**config.mk**
```make
export PLATFORM = sky130hd
export DESIGN_NAME = crc_id_seq
export DESIGN_NICKNAME = d
export VERILOG_FILES = /design/src/rtl/crc_id_pkg.sv /design/src/rtl/crc_id_seq.sv
export SDC_FILE = /design/constraint.sdc
export NUM_CORES = 1
export LEC_CHECK = 0
export BUFFER_PORTS_ARGS = -buffer_cell sky130_fd_sc_hd__buf_2
export CAP_MARGIN = 20
export CORE_UTILIZATION = 42
export DETAILED_ROUTE_END_ITERATION = 8
export GPL_TIMING_DRIVEN = 0
export HOLD_SLACK_MARGIN = 0.05
export PLACE_DENSITY = 0.82
export SETUP_SLACK_MARGIN = 0.2
export SLEW_MARGIN = 20
export SYNTH_ARGS = -nofsm -noshare
export SYNTH_HDL_FRONTEND = slang
export SYNTH_SLANG_ARGS = --single-unit
```
**constraint.sdc**
```tcl
create_clock -name clk_i -period 1.11 [get_ports clk_i]
set_clock_uncertainty 0.15 [all_clocks]
set_input_delay 0.2775 -clock clk_i [delete_from_list [all_inputs] [get_ports clk_i]]
set_output_delay 0.2775 -clock clk_i [all_outputs]
set_load 0.03 [all_outputs]
```
**src/rtl/crc_id_pkg.sv**
```systemverilog
package crc_id_pkg;

  localparam int unsigned CRC_W_DEF     = 8;
  localparam logic [7:0]  POLY_REFL_DEF = 8'h8C;
  localparam int unsigned DATA_BITS_DEF = 56;
  localparam int unsigned ID_BITS_DEF   = 64;

  typedef enum logic {
    MODE_CHECK = 1'b0,
    MODE_GEN   = 1'b1
  } id_mode_e;

endpackage

```
**src/rtl/crc_id_seq.sv**
```systemverilog
module crc_id_seq
  import crc_id_pkg::*;
#(
  parameter int unsigned CRC_W = CRC_W_DEF
) (
  input  logic             clk_i,
  input  logic             rst_ni,
  input  logic             start_i,
  input  logic             mode_i,
  input  logic             accept_i,
  input  logic             at_prefix_i,
  input  logic             at_full_i,
  input  logic [CRC_W-1:0] crc_nxt_i,
  output logic             run_o,
  output logic             done_o,
  output logic             prefix_valid_o,
  output logic [CRC_W-1:0] prefix_crc_o,
  output logic             check_valid_o,
  output logic             check_pass_o
);

  logic             run_q,  run_d;
  id_mode_e         mode_q, mode_d;
  logic             done_q, done_d;
  logic             pv_q,   pv_d;
  logic [CRC_W-1:0] pcrc_q, pcrc_d;
  logic             cv_q,   cv_d;
  logic             pass_q, pass_d;

  always_comb begin
    run_d  = run_q;
    mode_d = mode_q;
    done_d = done_q;
    pv_d   = 1'b0;
    pcrc_d = pcrc_q;
    cv_d   = 1'b0;
    pass_d = pass_q;
    if (start_i) begin
      run_d  = 1'b1;
      mode_d = id_mode_e'(mode_i);
      done_d = 1'b0;
      pass_d = 1'b0;
      pcrc_d = '0;
    end else if (accept_i) begin
      if (at_prefix_i) begin
        pv_d   = 1'b1;
        pcrc_d = crc_nxt_i;
        if (mode_q == MODE_GEN) begin
          run_d  = 1'b0;
          done_d = 1'b1;
        end
      end
      if (at_full_i) begin
        cv_d   = 1'b1;
        pass_d = (crc_nxt_i == '0);
        run_d  = 1'b0;
        done_d = 1'b1;
      end
    end
  end

  always_ff @(posedge clk_i or negedge rst_ni) begin
    if (!rst_ni) begin
      run_q  <= 1'b0;
      mode_q <= MODE_CHECK;
      done_q <= 1'b0;
      pv_q   <= 1'b0;
      pcrc_q <= '0;
      cv_q   <= 1'b0;
      pass_q <= 1'b0;
    end else begin
      run_q  <= run_d;
      mode_q <= mode_d;
      done_q <= done_d;
      pv_q   <= pv_d;
      pcrc_q <= pcrc_d;
      cv_q   <= cv_d;
      pass_q <= pass_d;
    end
  end

  assign run_o          = run_q;
  assign done_o         = done_q;
  assign prefix_valid_o = pv_q;
  assign prefix_crc_o   = pcrc_q;
  assign check_valid_o  = cv_q;
  assign check_pass_o   = pass_q;

endmodule

```
==> flow_summary.toml, run 1 <==
[clock_network]
cts_root_buf = "clkbuf_4"
cts_buffers = 3
h-tree-depth = 1
clock-sinks = 14
cts_tree = "yes"
clk_pin_slew_ns = 0.08
cts_max_path_buffers = 2
clock_latency_ns = 0.28

[routing]
drt-met1-wl_um = 655
drc = 0
wl_um = 1610
vias_per_cell = 5.39
drtIter0Drc = 15
drtAntennaViolNets = 0
wl_met3_um = 59
post_drt_wl_per_cell_um = 15.3
dr_wl_met2_um = 844
vias = 566
firstDrtPassIters = 4
highest_layer = "met4"

[logic_synthesis]
synth.distinct_cells = 13
synth_edf_count = 0
synth_mux_area_share_pct = 1.99
yosys_warnings = 0
ys.flop_type = "dfrtp_1"
synth_xor_area_share_pct = 0
synth.area.top_cells = "dfrtp_1, a21oi_1, nand2_1, nand3_1, a21o_1"
synth_common_cells = "dfrtp_1, nand2_1, a21oi_1"
synth-async-reset-ratio_pct = 100
synthAdderAreaFrac_pct = 0
synth_top_family_by_area = "simple AND/OR/NAND/NOR gates"
netlist_area_um2 = 567
ys_seq_elements = 14
synth-simple-area-share_pct = 21.6
synth_top_area_share_pct = 61.8
synth_nets = 71
yosys.cell_count.top_type = "dfrtp_1"
synth-compound-area-share_pct = 11.5
synthCells = 56
synth_top_area_cell = "dfrtp_1"
yosysSeqAreaShare_pct = 61.8
avgSynthCellArea_um2 = 10.1

[floorplan]
die_w_um = 38.7
initial_core_util_pct = 47.8
boundaryPins = 28
rows = 12
core-area_um2 = 1190
die_y_um = 38.7
dieArea_um2 = 1500

[placement]
port_buffers = 27
dpl.hpwl_um = 935
place.gp.congestion = 0.736

[setup_path]
crit_path_start_kind = "flop"
worstPathMaxFanout = 2
cp.buffers_inverters = 1
critPathSlowestCell = "dfrtp_2"
critPathMaxStageDelay_ns = 0.42
crit_arrival_ns = 0.84
crit_family = "flip-flops"
worstPathRequired_ns = 0.68
crit_chain = "buf_6"
cp-end-kind = "output pin"
crit_type = "flop to output pin"

[pwr]
max-vdd-ir-drop_v = 0.000930
leakage_nw = 0.446
finalPower_mw = 1.08
netSwitchingFraction_pct = 28.4
pwr-share-seq_pct = 51.1
power_switching_uw = 307
power_frac_comb_pct = 21.5
clkPwrFrac_pct = 27.4
intPower_uw = 775
power_density_nw_per_um2 = 1180

[finish]
drive_gt1_share_pct = 50.5
fill_cells = 66
synthToLayoutAreaGrowth_pct = 62.0
fin_nets = 107
n_antenna_cell = 0

[timing]
period_needed_ns = 1.27
worst_slack_ns = -0.160
drv_slew = 0
max_freq_mhz = 788
setup_viol = 13
report.final.hold_viol_count = 0
slew_headroom_pct = 86.6
worstMarginPinSlew_ns = 0.201
tns_ns = -1.74
rsz0062_at_grt = "yes"
post-route-period-util_pct = 114

[grt]
grt_pass1_wl_um = 2340
antenna_found_initial = 0
track_usage_pct = 23.7
grt_max_degree = 15
grt_pass1_vias = 544
overflow = 0

[outcome]
failed_checks = "setup timing"
outcome = "complete, but fails checks"

[job]
max-cap-violations = 0

[worst_hold_path]
holdCritPathClass = "input port to flop"
layout by cell type (no fill, tap or decap), types with 2 or more instances in the layout:
cell type / count
buf_6: 14
buf_2: 13
a21oi_2: 3
a21oi_1: 7
buf_4: 5
nor2_1: 2
nand2_2: 2
nand2_1: 9
clkbuf_4: 4
a21o_1: 2
dfrtp_1: 13
nand3_1: 8
power by group through the flow:
stage               Clock (mW)  Sequential, mW  Combinational [mW]
global placement             0           0.555               0.174
CTS                      0.303           0.552               0.211
finish                   0.296           0.553               0.233
detailed placement           0           0.556               0.178
floorplan                    0           0.599              0.0558
global route             0.318           0.555               0.249
area by class of cell:
cell class	count	area, µm²	area share, %
sequential	14	352	38.3
timing repair buffer	31	258	28.1
multi-input combinational	39	245	26.7
clock buffer	4	26.3	2.86
buffer	3	20.0	2.18
tap	14	17.5	1.91
path summary, 6_finish.rpt:
path                               from              end  slack [ns]  cells after the start
worst max-delay path              run_o            run_o       -0.16                      1
worst min-delay path            start_i  prefix_crc_o[3]        0.08                      2
worst max register to register   mode_q           done_o        0.09                      3
worst min register to register    run_o            run_o        0.37                      1
max in group asynchronous        rst_ni            run_o        0.38                      2
min in group asynchronous        rst_ni           done_o        0.24                      2
flip-flops by register name, summed over array words and instances, names as in the netlist:
register,count
run_o,1
prefix_crc_o,8
check_valid_o,1
prefix_valid_o,1
check_pass_o,1
mode_q,1
done_o,1
layer usage:
| metal | track usage (%) | vias to the layer above |
|---|---|---|
| met5 | 0 | - |
| met4 | 12.9 | 0 |
| met3 | 4.62 | 7 |
| met2 | 42.1 | 21 |
| met1 | 26.0 | 274 |
| li1 | - | 264 |
logic make-up (layout without fill, tap and decap cells):
logic type,count (synthesis),after routing
AO/OA/AOI/OAI,12,12
flip-flops,14,14
buffers and inverters,3,38
multiplexers,1,1
AND/OR/NAND/NOR,26,26
through the flow:
stage / util [%] / hold WS, ns / cells / worst slack, ns / instance area [µm²]
floorplan: - / -0.168 / 56 / 0.149 / 588
global placement: 62.4 / 0.0307 / 97 / -0.0242 / 741
detailed placement: 62.4 / 0.0420 / 97 / -0.0409 / 741
CTS: 72.7 / 0.0694 / 102 / -0.152 / 862
global route: 77.4 / 0.0927 / 105 / -0.183 / 918
finish: 77.4 / 0.0796 / 105 / -0.160 / 918
repair_timing:
item                                    in CTS  in global routing
hold buffers                                 1                  0
endpoints found under the setup margin      16                 18
buffers inserted                             0                  3
pin swaps                                    2                  3
hold endpoints to repair                    14                  0
resized for setup                           27                  9
(Power assumes the default switching activity.)
==> run 2, diff against run 1 <==
MAX_ROUTING_LAYER = met4   (was default)
==> run 2 against run 1 <==
Combinational power about the same. Routed wire length down 0.56%. Sequential cell count stayed put. Clock power about the same. Power shrank 0.12%. First-iteration DRC count stayed put. Global-route usage grew 0.59 points. Core utilization is the same. Highest routed layer unchanged. Worst hold slack got worse by 0.0017 ns. Count of clock-buffer cells in the layout is the same. Critical path type unchanged. Register-to-register slack is essentially flat. The flow still finishes with violations (setup timing).
==> flow_summary.toml, run 2 (same netlist as run 1, synthesis figures left out) <==
[timing]
tns_ns = -1.73
worst_slack_ns = -0.158
max_freq_mhz = 789
rsz0062_at_grt = "yes"
post-route-period-util_pct = 114
period_needed_ns = 1.27
slew_headroom_pct = 86.6
report.final.hold_viol_count = 0
drv_slew = 0
setup_viol = 13
worstMarginPinSlew_ns = 0.201

[setup_path]
worstPathRequired_ns = 0.68
critPathMaxStageDelay_ns = 0.42
worstPathMaxFanout = 2
crit_path_start_kind = "flop"
crit_type = "flop to output pin"
crit_chain = "buf_6"
critPathSlowestCell = "dfrtp_2"
cp.buffers_inverters = 1
cp-end-kind = "output pin"
crit_family = "flip-flops"
crit_arrival_ns = 0.84

[clock_network]
cts_max_path_buffers = 2
clock-sinks = 14
cts_root_buf = "clkbuf_4"
cts_buffers = 3
cts_tree = "yes"
clock_latency_ns = 0.28
h-tree-depth = 1
clk_pin_slew_ns = 0.08

[finish]
final_cell_mix = "buf_6, buf_2, dfrtp_1, nand2_1, nand3_1"
fin_nets = 107
final_area_um2 = 918
synthToLayoutAreaGrowth_pct = 62.0
n_antenna_cell = 0
instances_no_fill = 105
final_common_cell = "buf_6"
largest_reg_flops = 8
drive_gt1_share_pct = 50.5

[placement]
port_buffers = 27
dpl-instance-area_um2 = 741
place.gp.congestion = 0.745
dp_cells = 97
dpl.hpwl_um = 935

[routing]
vias = 575
firstDrtPassIters = 4
drtIter0Drc = 15
wl_um = 1600
drtAntennaViolNets = 0
post_drt_wl_per_cell_um = 15.2
drc = 0
vias_per_cell = 5.48

[pwr]
power_density_nw_per_um2 = 1180
leakage_nw = 0.446
max-vdd-ir-drop_v = 0.000927

[floorplan]
dieArea_um2 = 1500
initial_core_util_pct = 47.8
core-area_um2 = 1190
die_w_um = 38.7
boundaryPins = 28
die_y_um = 38.7
rows = 12

[grt]
grt_pass1_wl_um = 2340
grt_pass1_vias = 543
overflow = 0
antenna_found_initial = 0
grt_max_degree = 15
track_usage_pct = 24.3

[job]
max-cap-violations = 0

[outcome]
failed_checks = "setup timing"
outcome = "complete, but fails checks"

[worst_hold_path]
holdCritPathClass = "input port to flop"
-- run 2: cell counts in the layout (fill, tap and decap cells not counted) --
No cell type changed its count.
-- run 2: final timing paths --
| path | startpoint | end | slack (ns) | depth (start not counted) |
|---|---|---|---|---|
| setup / recovery | run_o | run_o | -0.16 | 1 |
| hold / removal | start_i | prefix_crc_o[3] | 0.08 | 2 |
| setup reg to reg | mode_q | done_o | 0.08 | 3 |
| hold reg to reg | run_o | run_o | 0.37 | 1 |
| max in group asynchronous | rst_ni | run_o | 0.38 | 2 |
| min in group asynchronous | rst_ni | mode_q | 0.24 | 2 |
-- run 2: report_power, final --
group | switching (mW) | internal [mW]
Combinational | 0.132 | 0.101
Sequential | 0.0186 | 0.535
Clock | 0.156 | 0.139
-- run 2: layout make-up --
| cell class | instances | area, µm² |
|---|---|---|
| fill | 66 | 268 |
| tap | 14 | 17.5 |
| clock buffer | 4 | 26.3 |
| sequential | 14 | 352 |
| multi-input combinational | 39 | 245 |
| buffer | 3 | 20.0 |
| timing repair buffer | 31 | 258 |
-- run 2: repair_timing --
item,in CTS,in global routing
resized for setup,27,9
setup endpoints to repair,16,18
hold buffers,1,0
hold endpoints to repair,14,0
pin swaps,2,3
buffers inserted,0,3
-- run 2: per-stage QoR --
| stage | utilization (%) | hold WS (ns) | total power, mW | setup WS, ns |
|---|---|---|---|---|
| 2_1_floorplan | - | -0.168 | 0.655 | 0.149 |
| 4_1_cts | 72.7 | 0.0694 | 1.07 | -0.152 |
| 3_5_place_dp | 62.4 | 0.0420 | 0.734 | -0.0409 |
| 6_report | 77.4 | 0.0779 | 1.08 | -0.158 |
| 3_3_place_gp | 62.4 | 0.0307 | 0.729 | -0.0242 |
| 5_1_grt | 77.4 | 0.0926 | 1.12 | -0.183 |
-- run 2: per-layer routing --
layer  up-vias  global-route usage (%)  part of all wire [%]
li1        265                       -                     -
met1       274                    26.4                    39
met2        31                    42.1                    53
met3         5                    4.05                   5.6
met4         0                    12.9                   1.9
met5         -                       -                     0
